**src/rtl/nor_seq_pkg.sv**
```systemverilog
package nor_seq_pkg;

  typedef enum logic [1:0] {OP_PROG = 2'd0, OP_ERASE = 2'd1, OP_LOCK = 2'd2, OP_UNLOCK = 2'd3} opKind_e;
  typedef enum logic [1:0] {AS_SECT = 2'd0, AS_UNL1 = 2'd1, AS_UNL2 = 2'd2, AS_DEST = 2'd3} addrSel_e;

  localparam logic [2:0] RES_OK         = 3'd0;
  localparam logic [2:0] RES_TIMEOUT    = 3'd1;
  localparam logic [2:0] RES_NOT_ERASED = 3'd2;
  localparam logic [2:0] RES_PROTECTED  = 3'd3;
  localparam logic [2:0] RES_INVALID    = 3'd4;

  localparam logic [7:0] CMD_CLR_STATUS  = 8'h50;
  localparam logic [7:0] CMD_PROG_SETUP  = 8'h40;
  localparam logic [7:0] CMD_ERASE_SETUP = 8'h20;
  localparam logic [7:0] CMD_ERASE_GO    = 8'hD0;
  localparam logic [7:0] CMD_LOCK_SETUP  = 8'h60;
  localparam logic [7:0] CMD_LOCK_SET    = 8'h01;
  localparam logic [7:0] CMD_LOCK_CLR    = 8'hD0;
  localparam logic [7:0] CMD_READ_MODE   = 8'hFF;
  localparam logic [7:0] CMD_UNL_A       = 8'hAA;
  localparam logic [7:0] CMD_UNL_B       = 8'h55;
  localparam logic [7:0] CMD_UNL_PROG    = 8'hA0;
  localparam logic [7:0] CMD_UNL_ERASE   = 8'h80;
  localparam logic [7:0] CMD_UNL_SECTOR  = 8'h30;
  localparam logic [7:0] CMD_UNL_RESET   = 8'hF0;

  typedef struct packed {
    logic       latch;
    logic       busWr;
    logic       busRd;
    addrSel_e   addrSel;
    logic       useData;
    logic [7:0] cmdByte;
    logic       tmrClr;
    logic       tmrRun;
    logic       capToggle;
    logic       resLoad;
    logic [2:0] resCode;
  } ctrlStb_t;

endpackage

```
**src/rtl/nor_seq_ctrl.sv**
```systemverilog
module nor_seq_ctrl
  import nor_seq_pkg::*;
#(
  parameter int VW = 16
) (
  input  logic          clk,
  input  logic          rstN,
  input  logic          opValid,
  input  logic [1:0]    opKind,
  input  logic [VW-1:0] vendor,
  input  logic          rdNotErased,
  input  logic          rdDoneBit,
  input  logic [2:0]    rdStatClass,
  input  logic          rdToggleSame,
  input  logic          timedOut,
  output ctrlStb_t      stb,
  output logic          busy,
  output logic          done
);

  typedef enum logic [2:0] {
    S_IDLE, S_PRE, S_CMD, S_POLL, S_TOG1, S_TOG2, S_RST, S_DONE
  } state_e;

  state_e     state, stateNx;
  logic [2:0] stepQ, stepNx;
  opKind_e    kindQ, kindNx;
  logic       togQ, togNx;

  logic reqStat, reqTog, reqBad;
  opKind_e reqKind;
  assign reqKind = opKind_e'(opKind);
  assign reqStat = (vendor == VW'(1)) || (vendor == VW'(3));
  assign reqTog  = (vendor == VW'(2)) || (vendor == VW'(4));
  assign reqBad  = !(reqStat || reqTog) ||
                   (reqTog && (reqKind == OP_LOCK || reqKind == OP_UNLOCK));

  // command step decode for the latched operation
  addrSel_e   stAddr;
  logic       stData;
  logic [7:0] stByte;
  logic       stLast;
  addrSel_e   pollAddr;

  assign pollAddr = (kindQ == OP_PROG) ? AS_DEST : AS_SECT;

  always_comb begin
    stAddr = AS_SECT;
    stData = 1'b0;
    stByte = 8'h00;
    stLast = 1'b0;
    if (!togQ) begin
      stAddr = pollAddr;
      stLast = (stepQ == 3'd2);
      case (stepQ)
        3'd0: stByte = CMD_CLR_STATUS;
        3'd1: stByte = (kindQ == OP_PROG)  ? CMD_PROG_SETUP :
                       (kindQ == OP_ERASE) ? CMD_ERASE_SETUP : CMD_LOCK_SETUP;
        default: begin
          stByte = (kindQ == OP_ERASE) ? CMD_ERASE_GO :
                   (kindQ == OP_LOCK)  ? CMD_LOCK_SET : CMD_LOCK_CLR;
          stData = (kindQ == OP_PROG);
        end
      endcase
    end else begin
      stLast = (kindQ == OP_PROG) ? (stepQ == 3'd3) : (stepQ == 3'd5);
      case (stepQ)
        3'd0, 3'd3: begin
          if (kindQ == OP_PROG && stepQ == 3'd3) begin
            stAddr = AS_DEST;
            stData = 1'b1;
          end else begin
            stAddr = AS_UNL1;
            stByte = CMD_UNL_A;
          end
        end
        3'd1, 3'd4: begin
          stAddr = AS_UNL2;
          stByte = CMD_UNL_B;
        end
        3'd2: begin
          stAddr = AS_UNL1;
          stByte = (kindQ == OP_PROG) ? CMD_UNL_PROG : CMD_UNL_ERASE;
        end
        default: begin
          stAddr = AS_SECT;
          stByte = CMD_UNL_SECTOR;
        end
      endcase
    end
  end

  always_comb begin
    stb      = '0;
    stateNx  = state;
    stepNx   = stepQ;
    kindNx   = kindQ;
    togNx    = togQ;
    case (state)
      S_IDLE: begin
        if (opValid) begin
          stb.latch = 1'b1;
          kindNx    = reqKind;
          togNx     = reqTog;
          stepNx    = 3'd0;
          if (reqBad) begin
            stb.resLoad = 1'b1;
            stb.resCode = RES_INVALID;
            stateNx     = S_DONE;
          end else if (reqKind == OP_PROG) begin
            stateNx = S_PRE;
          end else begin
            stateNx = S_CMD;
          end
        end
      end
      S_PRE: begin
        stb.busRd   = 1'b1;
        stb.addrSel = AS_DEST;
        if (rdNotErased) begin
          stb.resLoad = 1'b1;
          stb.resCode = RES_NOT_ERASED;
          stateNx     = S_DONE;
        end else begin
          stateNx = S_CMD;
        end
      end
      S_CMD: begin
        stb.busWr   = 1'b1;
        stb.addrSel = stAddr;
        stb.useData = stData;
        stb.cmdByte = stByte;
        if (stLast) begin
          stb.tmrClr = 1'b1;
          stateNx    = togQ ? S_TOG1 : S_POLL;
        end else begin
          stepNx = stepQ + 3'd1;
        end
      end
      S_POLL: begin
        stb.busRd   = 1'b1;
        stb.addrSel = pollAddr;
        stb.tmrRun  = 1'b1;
        if (rdDoneBit) begin
          stb.resLoad = 1'b1;
          stb.resCode = rdStatClass;
          stateNx     = S_RST;
        end else if (timedOut) begin
          stb.resLoad = 1'b1;
          stb.resCode = RES_TIMEOUT;
          stateNx     = S_RST;
        end
      end
      S_TOG1: begin
        stb.busRd     = 1'b1;
        stb.addrSel   = pollAddr;
        stb.tmrRun    = 1'b1;
        stb.capToggle = 1'b1;
        stateNx       = S_TOG2;
      end
      S_TOG2: begin
        stb.busRd   = 1'b1;
        stb.addrSel = pollAddr;
        stb.tmrRun  = 1'b1;
        if (rdToggleSame) begin
          stb.resLoad = 1'b1;
          stb.resCode = RES_OK;
          stateNx     = S_DONE;
        end else if (timedOut) begin
          stb.resLoad = 1'b1;
          stb.resCode = RES_TIMEOUT;
          stateNx     = S_RST;
        end else begin
          stateNx = S_TOG1;
        end
      end
      S_RST: begin
        stb.busWr   = 1'b1;
        stb.addrSel = pollAddr;
        stb.cmdByte = togQ ? CMD_UNL_RESET : CMD_READ_MODE;
        stateNx     = S_DONE;
      end
      default: stateNx = S_IDLE;
    endcase
  end

  always_ff @(posedge clk) begin
    if (!rstN) begin
      state <= S_IDLE;
      stepQ <= 3'd0;
      kindQ <= OP_PROG;
      togQ  <= 1'b0;
    end else begin
      state <= stateNx;
      stepQ <= stepNx;
      kindQ <= kindNx;
      togQ  <= togNx;
    end
  end

  assign busy = (state != S_IDLE);
  assign done = (state == S_DONE);

endmodule

```
**src/rtl/nor_seq_dp.sv**
```systemverilog
module nor_seq_dp
  import nor_seq_pkg::*;
#(
  parameter int AW           = 24,
  parameter int DW           = 16,
  parameter int TW           = 16,
  parameter int TICKS_PER_MS = 100000,
  parameter int UNL1_OFS     = 'h555,
  parameter int UNL2_OFS     = 'h2AA
) (
  input  logic          clk,
  input  logic          rstN,
  input  ctrlStb_t      stb,
  input  logic [AW-1:0] sectorAddr,
  input  logic [AW-1:0] destAddr,
  input  logic [DW-1:0] wrData,
  input  logic [TW-1:0] toutMs,
  input  logic [DW-1:0] busRdata,
  output logic [AW-1:0] busAddr,
  output logic [DW-1:0] busWdata,
  output logic          busWe,
  output logic          busOe,
  output logic [2:0]    result,
  output logic          rdNotErased,
  output logic          rdDoneBit,
  output logic [2:0]    rdStatClass,
  output logic          rdToggleSame,
  output logic          timedOut
);

  localparam int TCK_W = (TICKS_PER_MS > 1) ? $clog2(TICKS_PER_MS) : 1;
  localparam logic [TCK_W-1:0] TCK_LAST = TCK_W'(TICKS_PER_MS - 1);
  localparam logic [AW-1:0] UNL1_ADDR = AW'(UNL1_OFS);
  localparam logic [AW-1:0] UNL2_ADDR = AW'(UNL2_OFS);

  logic [AW-1:0]    sectQ, destQ;
  logic [DW-1:0]    dataQ;
  logic [TW-1:0]    toutQ;
  logic [TCK_W-1:0] tickCnt;
  logic [TW:0]      msCnt;
  logic             prevBit6;
  logic [2:0]       resQ;
  logic [7:0]       statByte;

  always_comb begin
    case (stb.addrSel)
      AS_SECT: busAddr = sectQ;
      AS_UNL1: busAddr = UNL1_ADDR;
      AS_UNL2: busAddr = UNL2_ADDR;
      default: busAddr = destQ;
    endcase
  end

  assign busWdata = stb.useData ? dataQ : {{(DW-8){1'b0}}, stb.cmdByte};
  assign busWe    = stb.busWr;
  assign busOe    = stb.busRd;
  assign result   = resQ;

  // read-side flags
  assign statByte     = busRdata[7:0];
  assign rdNotErased  = (busRdata & dataQ) != dataQ;
  assign rdDoneBit    = statByte[7];
  assign rdToggleSame = (busRdata[6] == prevBit6);
  assign timedOut     = (msCnt > {1'b0, toutQ});

  always_comb begin
    if (statByte == 8'h80)              rdStatClass = RES_OK;
    else if (statByte[1])               rdStatClass = RES_PROTECTED;
    else if (statByte[5] && !statByte[4]) rdStatClass = RES_NOT_ERASED;
    else                                rdStatClass = RES_INVALID;
  end

  always_ff @(posedge clk) begin
    if (!rstN) begin
      sectQ    <= '0;
      destQ    <= '0;
      dataQ    <= '0;
      toutQ    <= '0;
      tickCnt  <= '0;
      msCnt    <= '0;
      prevBit6 <= 1'b0;
      resQ     <= RES_OK;
    end else begin
      if (stb.latch) begin
        sectQ <= sectorAddr;
        destQ <= destAddr;
        dataQ <= wrData;
        toutQ <= toutMs;
      end
      if (stb.tmrClr) begin
        tickCnt <= '0;
        msCnt   <= '0;
      end else if (stb.tmrRun) begin
        if (tickCnt == TCK_LAST) begin
          tickCnt <= '0;
          if (msCnt != '1) msCnt <= msCnt + 1'b1;
        end else begin
          tickCnt <= tickCnt + 1'b1;
        end
      end
      if (stb.capToggle) prevBit6 <= busRdata[6];
      if (stb.resLoad)   resQ <= stb.resCode;
    end
  end

endmodule

```
**src/rtl/nor_cmd_seq.sv**
```systemverilog
module nor_cmd_seq
  import nor_seq_pkg::*;
#(
  parameter int AW           = 24,
  parameter int DW           = 16,
  parameter int TW           = 16,
  parameter int VW           = 16,
  parameter int TICKS_PER_MS = 100000,
  parameter int UNL1_OFS     = 'h555,
  parameter int UNL2_OFS     = 'h2AA
) (
  input  logic          clk,
  input  logic          rstN,
  input  logic          opValid,
  input  logic [1:0]    opKind,
  input  logic [VW-1:0] vendor,
  input  logic [AW-1:0] sectorAddr,
  input  logic [AW-1:0] destAddr,
  input  logic [DW-1:0] wrData,
  input  logic [TW-1:0] toutMs,
  output logic          busy,
  output logic          done,
  output logic [2:0]    result,
  output logic [AW-1:0] busAddr,
  output logic [DW-1:0] busWdata,
  output logic          busWe,
  output logic          busOe,
  input  logic [DW-1:0] busRdata
);

  ctrlStb_t   stb;
  logic       rdNotErased, rdDoneBit, rdToggleSame, timedOut;
  logic [2:0] rdStatClass;

  nor_seq_ctrl #(.VW(VW)) u_ctrl (
    .clk(clk), .rstN(rstN), .opValid(opValid), .opKind(opKind), .vendor(vendor),
    .rdNotErased(rdNotErased), .rdDoneBit(rdDoneBit), .rdStatClass(rdStatClass),
    .rdToggleSame(rdToggleSame), .timedOut(timedOut),
    .stb(stb), .busy(busy), .done(done)
  );

  nor_seq_dp #(
    .AW(AW), .DW(DW), .TW(TW), .TICKS_PER_MS(TICKS_PER_MS),
    .UNL1_OFS(UNL1_OFS), .UNL2_OFS(UNL2_OFS)
  ) u_dp (
    .clk(clk), .rstN(rstN), .stb(stb),
    .sectorAddr(sectorAddr), .destAddr(destAddr), .wrData(wrData), .toutMs(toutMs),
    .busRdata(busRdata), .busAddr(busAddr), .busWdata(busWdata),
    .busWe(busWe), .busOe(busOe), .result(result),
    .rdNotErased(rdNotErased), .rdDoneBit(rdDoneBit), .rdStatClass(rdStatClass),
    .rdToggleSame(rdToggleSame), .timedOut(timedOut)
  );

endmodule

```
**config.mk**
```make
export PLATFORM = sky130hd
export DESIGN_NAME = nor_cmd_seq
export DESIGN_NICKNAME = d
export VERILOG_FILES = /design/src/rtl/nor_seq_pkg.sv /design/src/rtl/nor_seq_ctrl.sv /design/src/rtl/nor_seq_dp.sv /design/src/rtl/nor_cmd_seq.sv
export SDC_FILE = /design/constraint.sdc
export NUM_CORES = 1
export LEC_CHECK = 0
export BUFFER_PORTS_ARGS = -buffer_cell sky130_fd_sc_hd__clkbuf_2
export CAP_MARGIN = 5
export CORE_ASPECT_RATIO = 2
export CORE_MARGIN = 2
export CORE_UTILIZATION = 50
export DETAILED_ROUTE_END_ITERATION = 10
export HOLD_SLACK_MARGIN = 0.15
export PLACE_DENSITY = 0.75
export SYNTH_ARGS = -nofsm -noshare
export SYNTH_HDL_FRONTEND = slang
export SYNTH_HIERARCHICAL = 1
export SYNTH_SLANG_ARGS = --single-unit
```
**constraint.sdc**
```tcl
create_clock -name clk -period 5.5 [get_ports clk]
set_clock_uncertainty 0.05 [all_clocks]
set_input_delay 0 -clock clk [delete_from_list [all_inputs] [get_ports clk]]
set_output_delay 0 -clock clk [all_outputs]
set_load 0.01 [all_outputs]
```
==> results of run 1 <==
==> synthesized netlist by cell type, types with 2 or more instances <==
cell      instances
mux2i_1          91
nor3b_1           2
mux2_2            8
o41ai_1           3
nand4b_1          2
or4_1            12
buf_1            11
o311ai_0          4
nor2_1           46
xnor2_1          10
nor2b_1          91
nand3_1          19
o21ai_0          17
ha_1             24
inv_1            55
a221oi_1          7
a22o_1           13
dfxtp_1         127
nor4_1            9
buf_2             5
o21a_1            2
nand3b_1          2
o21bai_1          2
inv_2             3
or3_1             6
nand2b_1         11
a31oi_1           4
o22ai_1           6
a211oi_1          5
o21ai_1          10
nand2_1          33
o31ai_1          12
a21o_1            2
and3_1            7
a21oi_1          46
nand4_1          12
xor2_1            5
buf_4             4
and4_1            2
nor3_1           13
clkbuf_1         24
and2_1           11
==> per-layer routing <==
metal | vias up | GRT usage [%] | routed length (um)
met3 | 66 | 5.73 | 835
met4 | 0 | 15.2 | 849
met5 | - | 0 | 0
met2 | 223 | 50.3 | 10900
met1 | 3205 | 26.8 | 7430
li1 | 3326 | - | -
==> registers in the layout (all words and copies together) (netlist names) <==
name,cells
u_dp/destQ,24
u_dp/sectQ,24
u_dp/msCnt,17
u_dp/tickCnt,17
u_dp/dataQ,16
u_dp/toutQ,16
u_ctrl/state,3
u_ctrl/stepQ,3
u_dp/result,3
u_ctrl/kindQ,2
u_ctrl/togQ,1
u_dp/prevBit6,1
==> worst max-delay path: cells and delay by family, from the launching register on <==
family / cells / cell delay [ps]
buffers and inverters: 4 / 660
AOI/OAI and AO/OA: 4 / 600
and+or+nand+nor: 2 / 930
DFF: 1 / 540
adders and majority gates: 1 / 290
==> timing repair <==
action	CTS	global route
hold buffers	91	0
gates resized for setup	0	0
endpoints found under the hold margin	88	0
==> power groups by stage <==
stage          Combinational (mW)  Sequential (mW)  Clock (mW)
6_report                     1.52             1.19        1.12
5_1_grt                      1.67             1.20        1.18
4_1_cts                      1.49             1.18        1.15
3_5_place_dp                 1.42             1.20           0
3_3_place_gp                 1.41             1.19           0
2_1_floorplan                1.07             1.14           0
==> worst max path at each step <==
| stage | startpoint | to | slack (ps) | cells past startpoint |
|---|---|---|---|---|
| after floorplan | u_ctrl/state[1] | u_dp/msCnt[3] | 2680 | 10 |
| after global placement | u_ctrl/state[1] | u_dp/tickCnt[6] | 2140 | 7 |
| after detailed placement | u_ctrl/state[1] | u_dp/tickCnt[3] | 2090 | 7 |
| after CTS | u_ctrl/state[1] | u_dp/tickCnt[1] | 2050 | 7 |
| after global routing | u_ctrl/stepQ[2] | busAddr[17] | 1690 | 11 |
| final | u_ctrl/stepQ[2] | busAddr[15] | 2020 | 11 |
==> area by class of cell <==
cell class	count	area (um2)
well taps	189	236
clock inverters	15	161
multi-input cells	574	4110
clock buffers	17	425
inverters	59	224
repair buffers	260	1770
diodes	2	5.00
fillers	1105	4420
flip-flops and latches	127	2540
==> cell families after synthesis <==
| family | Yosys count | synth area share [%] |
|---|---|---|
| xor+xnor | 15 | 1.86 |
| buf+inv | 106 | 6.26 |
| compound gates | 147 | 14.3 |
| flops | 127 | 35.9 |
| fa+ha+maj | 24 | 4.24 |
| mux | 99 | 14.1 |
| simple gates | 289 | 23.3 |
==> flow_summary.json, run 1 <==
{
  "status": "complete, no violations",
  "place_ws_ps": 2090,
  "fin_nets": 1180,
  "grt_pass1_wl_mm": 32.4,
  "cap_violations": 0,
  "start_util_pct": 51.0,
  "io-pin-count": 164,
  "synth_area_um2": 7080,
  "p_per_area_nw_per_um2": 405,
  "cp.arrival_ps": 3430,
  "grt_max_degree": 96,
  "clock_latency_ps": 410,
  "rows": 61,
  "route.vias.total": 6820,
  "layout_common_cells": "163 x clkbuf_2, 127 x dfxtp_1, 91 x dlygate4sd3_1, 91 x nor2b_1, 91 x mux2i_1",
  "instances_no_fill": 1243,
  "p_sw_mw": 1.49,
  "cts_made_buffers": 17,
  "clk_path_buf_depth": 2,
  "hold_viol": 0,
  "dp_hpwl_mm": 13.1,
  "gp_congestion": 0.933,
  "yosysTopAreaCell": "dfxtp_1",
  "cp_max_fo": 13,
  "p_leak_nw": 3.81,
  "cts_tree": "built",
  "portBuffers": 163,
  "fmax_ghz": 0.287,
  "stdcell_area_um2": 9470,
  "synth_top_cell_area_share_pct": 35.9,
  "sequentialPowerShare_pct": 31.1,
  "chipHeight_um": 172,
  "power.share.clock_pct": 29.2,
  "mostFrequentLayoutCell": "clkbuf_2",
  "hold_ws_ps": 156,
  "drtAntennaViolNets": 0,
  "setup_tns_ps": 0,
  "die_area_um2": 15200,
  "drive_above_1_share_pct": 21.7,
  "total_power_mw": 3.83,
  "drt_iter0_drc": 361,
  "rsz0062_at_grt": "false",
  "antenna_found_initial": 2,
  "finalCriticalPeriod_ps": 3480,
  "post-route-util_pct": 68.2,
  "r2r_start": "u_ctrl/state[1]",
  "p_sw_share_pct": 38.8,
  "placed_area_um2": 7970,
  "synth_edf_count": 0,
  "h-tree-depth": 4,
  "place_inst": 1118,
  "fp.dieW_um": 88.1,
  "postCtsSetupBuffers": 0,
  "reg2reg_depth": 7,
  "track_usage_pct": 27.0,
  "synth.avg_cell_area_um2": 8.77,
  "via_per_inst": 5.49,
  "routedWlPerCell_um": 16.1,
  "synth.area.top_cells": "dfxtp_1 36%, mux2i_1 13%, nor2b_1 8.0%",
  "drt_wl_total_mm": 20.0,
  "dr.pass1.iters": 5,
  "reg2reg_to": "u_dp/tickCnt[1]",
  "min_to": "u_ctrl/state[2]",
  "critPathKind": "flip-flop to primary output",
  "root_buffer": "clkbuf_16",
  "crit_path_cell_trace": "inv_1, ha_1, inv_1, o21ai_1, o21ai_1, and2_1, a221oi_1, buf_4, nor2_1, a22o_1, clkbuf_2",
  "maxSlewViolCount": 0,
  "setup_slack_ps": 2020,
  "netlist-cell-type-count": 71,
  "postSynthCellCount": 807,
  "yosys_register_bits": 127,
  "yosysWarningCount": 6,
  "core_area_um2": 13900,
  "grt_overflow": 0,
  "rrSetupSlack_ps": 2030,
  "startpoint_type": "flip-flop",
  "yosys_most_used_dff": "dfxtp_1",
  "slowest_stage": "nor2_1",
  "grt_pass1_vias": 6990,
  "min_delay_path_depth": 5,
  "slew-limit-headroom_pct": 24.5,
  "cp-end-kind": "primary output",
  "synth_fp_nets": 948,
  "worstPathRequired_ps": 5450,
  "comb_power_share_pct": 39.8,
  "path_clk_slew_ps": 60,
  "synth.yosys.seq_area_share_pct": 35.9,
  "worst_slew_pin_slew_ps": 1130,
  "period_share_pct": 63.3,
  "setup_viol": 0,
  "async_flop_share_pct": 0,
  "hp-class": "input pin to flip-flop",
  "power.internal_mw": 2.35,
  "hp-start": "vendor[14]",
  "clock-sinks": 127,
  "peakVddDrop_mv": 0.358,
  "cp_slowest_stage_delay_ps": 780,
  "drc": 0,
  "syn2layout_area_growth_pct": 33.8
}
Power figures use the tool's default switching activity.
==> run 2, diff against run 1 <==
- CORE_UTILIZATION: 50 -> 49
- PLACE_DENSITY: 0.75 -> 0.77
- clock period: 5.5 -> 2.9 ns (I/O delays scaled with it)
==> run 2 against run 1 <==
Net effect:
- clock power is 99% higher
- clock-buffer cell count is 4 higher
- via count is 2.2% higher
- critical path type unchanged
- largest power group unchanged
==> flow_summary.json, run 2 (synthesis results as in run 1) <==
{
  "status": "complete, no violations",
  "clock_latency_ps": 420,
  "nFillCells": 1131,
  "path_clk_slew_ps": 60,
  "via_per_inst": 5.51,
  "drt_wl_total_mm": 20.9,
  "chipHeight_um": 174,
  "drive_above_1_share_pct": 23.8,
  "grt_pass1_vias": 7233,
  "slew-limit-headroom_pct": 43.8,
  "layout_common_cells": "163 x clkbuf_2, 125 x dfxtp_1, 91 x dlygate4sd3_1, 91 x nor2b_1, 90 x mux2i_1",
  "syn2layout_area_growth_pct": 37.4,
  "fmax_ghz": 0.356,
  "cp.arrival_ps": 2760,
  "period_share_pct": 96.9,
  "hold_viol": 0,
  "hold_ws_ps": 173,
  "clk_path_buf_depth": 2,
  "antenna_found_initial": 2,
  "setup_slack_ps": 90.4,
  "setup_tns_ps": 0,
  "total_power_mw": 7.72,
  "peakVddDrop_mv": 0.610,
  "hp-start": "vendor[5]",
  "cts_made_buffers": 17,
  "place_inst": 1133,
  "fp.dieW_um": 89,
  "route.vias.total": 6973,
  "routedWlPerCell_um": 16.5,
  "grt_overflow": 0,
  "gp_congestion": 1.03,
  "drt_iter0_drc": 393,
  "setup_viol": 0,
  "cts_tree": "built",
  "portBuffers": 163,
  "startpoint_type": "flip-flop",
  "root_buffer": "clkbuf_16",
  "grt_pass1_wl_mm": 33.4,
  "clock-sinks": 127,
  "cp_max_fo": 13,
  "maxSlewViolCount": 0,
  "critPathLaunch": "u_ctrl/stepQ[1]",
  "worst_slew_pin_slew_ps": 842,
  "die_area_um2": 15500,
  "finalCriticalPeriod_ps": 2810,
  "cap_violations": 0,
  "p_per_area_nw_per_um2": 793,
  "mostFrequentLayoutCell": "clkbuf_2",
  "critPathKind": "flip-flop to primary output",
  "dp_hpwl_mm": 13.8,
  "top_regs": "u_dp/destQ (24), u_dp/sectQ (24)",
  "drtAntennaViolNets": 0,
  "dr.pass1.iters": 5,
  "place_ws_ps": 145,
  "worstPathRequired_ps": 2850,
  "r2r_start": "u_dp/msCnt[10]",
  "rows": 62,
  "min_delay_path_depth": 7,
  "track_usage_pct": 27.1,
  "start_util_pct": 49.6,
  "hp-class": "input pin to flip-flop",
  "cp-end-kind": "primary output",
  "h-tree-depth": 4,
  "p_leak_nw": 3.93,
  "drc": 0,
  "grt_max_degree": 95,
  "reg2reg_depth": 13,
  "instances_no_fill": 1265,
  "core_area_um2": 14300,
  "fin_nets": 1199,
  "io-pin-count": 164
}
[run 2: worst paths after layout]
path / to / slack, ps
worst max register to register: u_dp/result[0] / 190
worst max-delay path: busAddr[15] / 90
worst min register to register: u_dp/tickCnt[16] / 440
worst min-delay path: u_dp/result[2] / 170
[run 2: layout make-up]
type / count / area (um2) / share of cell area (%)
Multi-Input combinational cell: 574 / 4160 / 42.8
Tap cell: 192 / 240 / 2.47
Clock buffer: 21 / 460 / 4.73
Antenna cell: 2 / 5.00 / 0.0514
Timing Repair Buffer: 279 / 1930 / 19.9
Clock inverter: 11 / 155 / 1.59
Sequential cell: 127 / 2550 / 26.2
Inverter: 59 / 224 / 2.30
[run 2: stage by stage]
step           instance area [um2]  utilization, %
2_1_floorplan                 7080               -
3_3_place_gp                  8080            56.6
3_5_place_dp                  8080            56.6
4_1_cts                       9620            67.4
5_1_grt                       9730            68.2
6_report                      9730            68.2
[run 2: critical path, cell delays in order (launching register included)]
cell and delay, ps:
dfxtp_4 380, ha_1 170, ha_1 190, inv_1 100, a21oi_1 260, o21ai_1 110, a221oi_2 240, buf_4 180
buf_6 120, and2_1 140, buf_6 160, a22o_1 170, clkbuf_2 130
[run 2: power by group]
part / leakage (nW) / total [mW] / internal, mW / switching [mW]
Clock: 0.298 / 2.23 / 1.41 / 0.823
Sequential: 1.03 / 2.18 / 2.00 / 0.184
Combinational: 2.60 / 3.30 / 1.46 / 1.85
[run 2: what timing repair did]
| item | 4_1_cts | 5_1_grt |
|---|---|---|
| hold buffers | 91 | 0 |
| endpoints found under the setup margin | 13 | 22 |
| gates resized for setup | 4 | 15 |
| gates cloned | 0 | 1 |
| endpoints found under the hold margin | 94 | 0 |
| pin swaps | 1 | 3 |
| setup buffers | 0 | 6 |
[run 2: routing by layer]
layer	share of wire, %	track usage, %
met5	0	0
met4	3.9	12.5
met3	4.3	5.94
met2	55	50.6
met1	36	27.2
